==> src/rtl/simd_part_cmp_pkg.sv <==
package simd_part_cmp_pkg;
  // Per-slice raw comparison result
  typedef struct packed {
    logic eq;
    logic gt;
  } slice_rel_t;
endpackage

==> src/rtl/simd_slice_cmp.sv <==
module simd_slice_cmp
  import simd_part_cmp_pkg::*;
#(
  parameter int SLICE_W = 4
) (
  input  logic [SLICE_W-1:0] a_s,
  input  logic [SLICE_W-1:0] b_s,
  output slice_rel_t         rel
);
  always_comb begin
    rel.eq = (a_s == b_s);
    rel.gt = (a_s > b_s);
  end
endmodule

==> src/rtl/simd_lane_chain.sv <==
// Chains slice results from each lane's top slice downward; c_*[i] covers
// the lane's slices from its top down to slice i.
module simd_lane_chain
  import simd_part_cmp_pkg::*;
#(
  parameter int N_SLICE = 4
) (
  input  slice_rel_t [N_SLICE-1:0] srel,
  input  logic       [N_SLICE-2:0] brk,
  output logic       [N_SLICE-1:0] c_eq,
  output logic       [N_SLICE-1:0] c_gt
);
  for (genvar i = N_SLICE - 1; i >= 0; i--) begin : g_chain
    if (i == N_SLICE - 1) begin : g_top
      assign c_eq[i] = srel[i].eq;
      assign c_gt[i] = srel[i].gt;
    end else begin : g_mid
      assign c_eq[i] = brk[i] ? srel[i].eq : (c_eq[i+1] & srel[i].eq);
      assign c_gt[i] = brk[i] ? srel[i].gt
                              : (c_gt[i+1] | (c_eq[i+1] & srel[i].gt));
    end
  end
endmodule

==> src/rtl/simd_lane_spread.sv <==
// Copies the verdict held at each lane's lowest slice to all its slices.
module simd_lane_spread #(
  parameter int N_SLICE = 4
) (
  input  logic [N_SLICE-1:0] v_in,
  input  logic [N_SLICE-2:0] brk,
  output logic [N_SLICE-1:0] v_out
);
  for (genvar i = 0; i < N_SLICE; i++) begin : g_spread
    if (i == 0) begin : g_bot
      assign v_out[i] = v_in[i];
    end else begin : g_up
      assign v_out[i] = brk[i-1] ? v_in[i] : v_out[i-1];
    end
  end
endmodule

==> src/rtl/simd_part_cmp.sv <==
module simd_part_cmp
  import simd_part_cmp_pkg::*;
#(
  parameter int WIDTH   = 16,
  parameter int SLICE_W = 4,
  localparam int N_SLICE = WIDTH / SLICE_W
) (
  input  logic [WIDTH-1:0]   op_a,
  input  logic [WIDTH-1:0]   op_b,
  input  logic [N_SLICE-2:0] lane_brk,
  output logic [N_SLICE-1:0] rel_eq,
  output logic [N_SLICE-1:0] rel_ne,
  output logic [N_SLICE-1:0] rel_lt,
  output logic [N_SLICE-1:0] rel_le,
  output logic [N_SLICE-1:0] rel_gt,
  output logic [N_SLICE-1:0] rel_ge
);
  slice_rel_t [N_SLICE-1:0] srel;
  logic [N_SLICE-1:0] c_eq, c_gt, l_eq, l_gt;

  for (genvar i = 0; i < N_SLICE; i++) begin : g_slice
    simd_slice_cmp #(.SLICE_W(SLICE_W)) u_slice (
      .a_s (op_a[i*SLICE_W +: SLICE_W]),
      .b_s (op_b[i*SLICE_W +: SLICE_W]),
      .rel (srel[i])
    );
  end

  simd_lane_chain #(.N_SLICE(N_SLICE)) u_chain (
    .srel (srel), .brk (lane_brk), .c_eq (c_eq), .c_gt (c_gt)
  );

  simd_lane_spread #(.N_SLICE(N_SLICE)) u_spread_eq (
    .v_in (c_eq), .brk (lane_brk), .v_out (l_eq)
  );
  simd_lane_spread #(.N_SLICE(N_SLICE)) u_spread_gt (
    .v_in (c_gt), .brk (lane_brk), .v_out (l_gt)
  );

  always_comb begin
    rel_eq = l_eq;
    rel_gt = l_gt;
    rel_ne = ~l_eq;
    rel_lt = ~(l_gt | l_eq);
    rel_le = ~l_gt;
    rel_ge = l_gt | l_eq;
  end
endmodule

==> config.mk <==
export PLATFORM = sky130hd
export DESIGN_NAME = simd_part_cmp
export DESIGN_NICKNAME = d
export VERILOG_FILES = /design/src/rtl/simd_part_cmp_pkg.sv /design/src/rtl/simd_slice_cmp.sv /design/src/rtl/simd_lane_chain.sv /design/src/rtl/simd_lane_spread.sv /design/src/rtl/simd_part_cmp.sv
export SDC_FILE = /design/constraint.sdc
export NUM_CORES = 1
export LEC_CHECK = 0
export BUFFER_PORTS_ARGS = -buffer_cell sky130_fd_sc_hd__buf_4
export CAP_MARGIN = 10
export CORE_MARGIN = 1
export CORE_UTILIZATION = 32
export DETAILED_ROUTE_END_ITERATION = 7
export PLACE_DENSITY_LB_ADDON = 0.08
export SLEW_MARGIN = 0
export SYNTH_ARGS = -nofsm -noshare
export SYNTH_HDL_FRONTEND = slang
export SYNTH_SLANG_ARGS = --single-unit
==> constraint.sdc <==
create_clock -name vclk -period 4.7
set_input_delay 0.94 -clock vclk [all_inputs]
set_output_delay 0.94 -clock vclk [all_outputs]
set_load 0.02 [all_outputs]
* Word level (Yosys, flattened, before mapping)
Index checks and enable logic that the tools add are counted.
** Storage, ports and cells
- Input port bits :: 35
- Flip-flop bits (word level) :: 0
- Output and inout bits :: 24
** Cells by class
- Bitwise gates (word level) :: 13
- Order comparisons :: 4
- Equality and inequality tests :: 4
- Multiplexer cells :: 12
** Operators by type and width (count)
- == test 4 bit :: 4
- greater-than comparator 4 bit :: 4
- 2-to-1 mux 1 bit :: 12
- inverter 4 bit :: 3
- bitwise AND 1 bit :: 6
- bitwise OR 4 bit :: 1
- bitwise OR 1 bit :: 3

* Longest topological paths before layout
Gate-level depths: netlist of run 1.
- Depth in word-level cells :: 13
- Mapped depth :: 7
- Mapped depth without buffers :: 7

* Hierarchy
A second synthesis of run 1 with hierarchy kept.
** Unflattened totals
- Cell total of the unflattened synthesis :: 90
- Area total of the unflattened synthesis :: 689.4 sq um
** By module, submodules not included
- simd_slice_cmp :: times used 4, seq. area each 0.0 sq um, area an instance 108.9 sq um, cells an instance 13
- simd_lane_spread :: times used 2, seq. area each 0.0 sq um, area an instance 48.8 sq um, cells an instance 4
- simd_lane_chain :: times used 1, seq. area each 0.0 sq um, area an instance 86.3 sq um, cells an instance 14
- simd_part_cmp :: times used 1, seq. area each 0.0 sq um, area an instance 70.1 sq um, cells an instance 16

* Least setup slack after synthesis of run 1
No wires, ideal clock.
- Path type :: input to output
- Start point :: input port op_a[0]
- End point :: output port rel_lt[3]
- Stages on the path :: 7
- Path slack :: 1.078 ns
- Buffers on the path :: 0
- Arrival time :: 2.682 ns
- Cells stage by stage :: inv_1 > ha_1 > a41oi_2 > nor2b_2 > o21ai_4 > or4b_1 > o21ai_1
** On the way
- Cells in the longest elaborated chain, start to end :: 9
** RTL lines
- start: declaration :: line simd_part_cmp.sv:8 : input logic [WIDTH-1:0] op_a,
- greater-than comparator 4 bit :: line simd_slice_cmp.sv:12 : rel.gt = (a_s > b_s);
- bitwise AND 1 bit :: line simd_lane_chain.sv:20 : : (c_gt[i+1] | (c_eq[i+1] & srel[i].gt));
- bitwise OR 1 bit :: line simd_lane_chain.sv:20
- 2-to-1 mux 1 bit :: line simd_lane_chain.sv:19 : assign c_gt[i] = brk[i] ? srel[i].gt
- 2-to-1 mux 1 bit (3 in a row) :: line simd_lane_spread.sv:13 : assign v_out[i] = brk[i-1] ? v_in[i] : v_out[i-1];
- bitwise OR 4 bit * :: line simd_part_cmp.sv:44 : rel_lt = ~(l_gt | l_eq);
- inverter 4 bit * :: line simd_part_cmp.sv:44
- end: declaration :: line simd_part_cmp.sv:13 : output logic [N_SLICE-1:0] rel_lt,
Mark *: on every way between the ends. The rest lies on a longest branch, timed or not.

* Worst setup path in the final report of run 1
- Start point :: input port op_a[3]
- End point :: output port rel_ge[3]
** On the way
- Cells in the longest elaborated chain, start to end :: 8
** RTL lines
- greater-than comparator 4 bit :: line simd_slice_cmp.sv:12
- bitwise AND 1 bit :: line simd_lane_chain.sv:20
- bitwise OR 1 bit :: line simd_lane_chain.sv:20
- 2-to-1 mux 1 bit :: line simd_lane_chain.sv:19
- 2-to-1 mux 1 bit (3 in a row) :: line simd_lane_spread.sv:13
- bitwise OR 4 bit * :: line simd_part_cmp.sv:46 : rel_ge = l_gt | l_eq;
- end: declaration :: line simd_part_cmp.sv:16 : output logic [N_SLICE-1:0] rel_ge
Marked as above.

==> impl_metrics.tcl, run 1 <==
set metrics [dict create \
    status "completed" \
    finalCritPeriodShare_pct 78.6 \
    yosys.area.top_type "ha_1" \
    yosysTopAreaCellShare_pct 25.8 \
    fin_tns_setup_ns 0 \
    drive_gt1_share_pct 44.8 \
    slew_headroom_pct 68.6 \
    syn_avg_cell_area_um2 7.31 \
    worst_ep_arrival_time_ns 2.75 \
    min_path_type "in2out" \
    internal-power_mw 0.0886 \
    diodes 0 \
    yosys-top-cells-count "inv_1 (26), ha_1 (16), a21oi_1 (7), o211ai_1 (5)" \
    ys_seq_area_share_pct 0 \
    pwr-share-clk_pct 0 \
    worst_slack_ns 1.01 \
    antenna_found_initial 0 \
    synth_area_leaders "ha_1 (26%), inv_1 (13%), o211ai_1 (4.8%)" \
    synth_cell_types 39 \
    place_ws_ns 1.01 \
    viasPerCell 5.08 \
    cap_violations 0 \
    num_vias 971 \
    dpl_cell_area_um2 1240 \
    design.seq.count 0 \
    grt_max_degree 13 \
    placement.io_buffers 59 \
    cp-end-kind "output pin" \
    path_max_fanout 6 \
    clock_buffers 0 \
    fin_nets 216 \
    report.final.hold_viol_count 0 \
    dieArea_um2 2620 \
    p_per_area_nw_per_um2 152 \
    fill_cells 240 \
    p_leak_nw 0.694 \
    die_h_um 51.2 \
    drt_pass1_iterations 4 \
    ios 59 \
    grt_pass1_wl_mm 3.15 \
    drtIter0Drc 6 \
    synth.cell_area_um2 774 \
    setup_viol 0 \
    wl_per_cell_um 10.8 \
    grtUsageTotal_pct 14.9 \
    vdd_ir_drop_max_uv 108 \
    critical_path_required_ns 3.76 \
    yosysMostFrequentCell "inv_1" \
    slew_viol_final 0 \
    worst_pin_slew_ns 0.469 \
    yosys_warnings 0 \
    hpwl_mm 1.81 \
    start_kind "primary input" \
    core_um2 2250 \
    syn-num-nets 157 \
    fmax_mhz 271 \
    switching_power_mw 0.0996 \
    criticalPathCategory "in2out" \
    rows 17 \
    grt_setup_unrepaired "no" \
    die_x_um 51.2 \
    synthCells 106 \
    ant_nets 0 \
    syn_to_final_growth_pct 59.8 \
    gp_congestion 0.749 \
    grt_overflow 0 \
    holdWs_ns 2.25 \
    swShare_pct 52.9 \
    stdcell_area_um2 1240 \
    min_period_ns 3.69 \
    routed_wl_mm 2.06 \
    hold_buffers 0 \
    sequentialPowerShare_pct 0 \
    power_frac_comb_pct 100.0 \
    initial_utilization_pct 34.4 \
    drc_errors 0 \
    seq_area_um2 0 \
    grt_pass1_vias 834 \
    multi_input_area_um2 662 \
    postCtsSetupBuffers 0 \
    post_cts_resized 0 \
]
## layer usage
layer  track usage (%)  part of all wire, %
met1              18.2                   44
met2              29.6                   50
met3             0.595                  6.3
met4                 0                    0
met5                 0                    0
## power groups by stage
stage | Sequential (mW) | Combinational (mW) | Clock [mW]
6_report | 0 | 0.188 | 0
5_1_grt | 0 | 0.204 | 0
4_1_cts | 0 | 0.189 | 0
3_5_place_dp | 0 | 0.189 | 0
3_3_place_gp | 0 | 0.186 | 0
2_1_floorplan | 0 | 0.112 | 0
## worst paths after layout
| check | startpoint | to | slack, ns | cells after the start |
|---|---|---|---|---|
| max | op_a[3] | rel_ge[3] | 1.01 | 8 |
| min | lane_brk[2] | rel_gt[3] | 2.25 | 3 |
## layout make-up
class | count | area share (%)
repair buffers | 59 | 35.8
well taps | 28 | 2.83
multi-input cells | 78 | 53.5
inverters | 26 | 7.89
## layout by cell type, fill, tap and decap left out, drive strengths merged, types with 3 or more instances in the layout
cell type and count:
a21oi 7, buf 59, ha 16, inv 26, nand2 5, nand3 3, nand4 3, nor2 3
nor2b 5, o211ai 6, o21ai 6
## metrics by stage
stage	total power [mW]	util [%]	instances
global route	0.204	54.9	191
global placement	0.186	54.9	191
CTS	0.189	54.9	191
floorplan	0.112	-	106
detailed placement	0.189	54.9	191
finish	0.188	54.9	191
## critical path, cell delays in order
cell     delay, ns
buf_4         0.11
ha_1          0.33
a41oi_2       0.27
nor2b_2       0.10
o21ai_4       0.19
or4b_1        0.47
o21a_1        0.19
buf_4         0.15
## kinds of logic after synthesis
kind of cell | Yosys count | share of synthesized area [%]
buffers and inverters | 28 | 14.5
AO/OA/AOI/OAI | 36 | 39.1
adder cells (fa/ha/maj) | 16 | 25.8
AND/OR/NAND/NOR | 26 | 20.5
(Power assumes the default switching activity.)
==> inputs of run 2 (changes only) <==
Clock period 4.7 ns to 3.1 ns, I/O delays scaled along.
==> impl_metrics.tcl, run 2 (same netlist as run 1, synthesis figures left out) <==
set metrics [dict create \
    min_to "rel_gt[3]" \
    layout_commonest_cell "buf_4" \
    layout_common_cells "buf_4 (60), inv_1 (26), ha_1 (15)" \
    whs_path_depth 3 \
    use_met1_pct 19.3 \
    num_vias 961 \
    min_period_ns 3.04 \
    grt_setup_unrepaired "no" \
    ios 59 \
    worst_ep_arrival_time_ns 2.42 \
    slew_headroom_pct 71.1 \
    fin_cells 192 \
    slew_viol_final 0 \
    syn_to_final_growth_pct 66.6 \
    start_kind "primary input" \
    report.final.hold_viol_count 0 \
    use_met3_pct 0.595 \
    vdd_ir_drop_max_uv 163 \
    rows 17 \
    cap_violations 0 \
    worstHoldStart "lane_brk[2]" \
    die_h_um 51.2 \
    dieArea_um2 2620 \
    routed_wl_mm 2.08 \
    stdcell_area_um2 1290 \
    dpl_cell_area_um2 1240 \
    p_per_area_nw_per_um2 232 \
    fmax_mhz 329 \
    grt_pass1_wl_mm 3.45 \
    grt_max_degree 13 \
    hold_buffers 0 \
    busiest_layer "met2" \
    core_um2 2250 \
    dp_cells 191 \
    grtUsageTotal_pct 15.9 \
    drtIter0Drc 5 \
    cp-end-kind "output pin" \
    seq_area_um2 0 \
    clock_buffers 0 \
    diodes 0 \
    viasPerCell 5.01 \
    initial_utilization_pct 34.4 \
    grtUsageMet2_pct 31.6 \
    grt_overflow 0 \
    critical_path_required_ns 2.48 \
    path_max_fanout 6 \
    design.seq.count 0 \
    status "completed" \
    fin_tns_setup_ns 0 \
    hpwl_mm 1.81 \
    fill_cells 243 \
    ant_nets 0 \
    drt_pass1_iterations 4 \
    drive_gt1_share_pct 47.6 \
    power_mw 0.299 \
    p_leak_nw 0.700 \
    finalCritPeriodShare_pct 98.0 \
    placement.io_buffers 59 \
    criticalPathCategory "in2out" \
    gp_congestion 0.721 \
    setup_viol 0 \
    min_path_type "in2out" \
    drc_errors 0 \
    antenna_found_initial 0 \
    wl_per_cell_um 10.8 \
    fin_nets 217 \
    die_x_um 51.2 \
    worst_pin_slew_ns 0.434 \
    grt_pass1_vias 882 \
]
run 2: changes by cell type in the layout (fill, tap and decap cells not counted), sizes merged:
cell  delta
buf      +1
run 2: cell type report:
class / instances / area [um^2] / share of cell area (%)
inverter: 26 / 97.6 / 7.57
multi-input combinational: 78 / 707 / 54.8
tap: 28 / 35.0 / 2.72
timing repair buffer: 60 / 450 / 34.9
run 2: where the power goes:
group	switching, mW	leakage [nW]	total, mW	internal, mW
Clock	0	0	0	0
Sequential	0	0	0	0
Combinational	0.158	0.700	0.299	0.141
Total	0.158	0.700	0.299	0.141
run 2: timing repair:
item	in CTS	in global routing
resized for setup	0	6
setup endpoints to repair	0	11
setup buffers	0	1
run 2: routing by layer:
layer	part of all wire, %	up-vias
met5	0	-
met4	0	0
met3	6.1	0
met2	52	31
met1	42	424
li1	-	506
run 2: worst max-delay path, stage by stage:
cell     delay (ns)
buf_4          0.11
ha_1           0.34
a41oi_4        0.27
nor2b_2        0.09
o21ai_4        0.18
or4b_1         0.47
o21a_1         0.18
buf_4          0.15
run 2: metrics by stage:
stage | setup WS [ns] | util, % | hold WS (ns)
after floorplan | 0.118 | - | 1.32
after global placement | 0.0631 | 54.9 | 1.60
after detailed placement | 0.0364 | 54.9 | 1.62
after CTS | 0.0333 | 54.9 | 1.62
after global routing | 0.0179 | 57.2 | 1.64
final | 0.0626 | 57.2 | 1.62
run 2: how the worst max path moves through the flow:
stage / start / cells after the start / end
4_1_cts: op_a[13] / 8 / rel_ge[3]
6_report: op_a[2] / 8 / rel_ge[3]
5_1_grt: op_a[2] / 8 / rel_ge[3]
2_1_floorplan: op_a[0] / 7 / rel_lt[3]
3_3_place_gp: op_a[13] / 8 / rel_ge[3]
3_5_place_dp: op_a[13] / 8 / rel_ge[3]
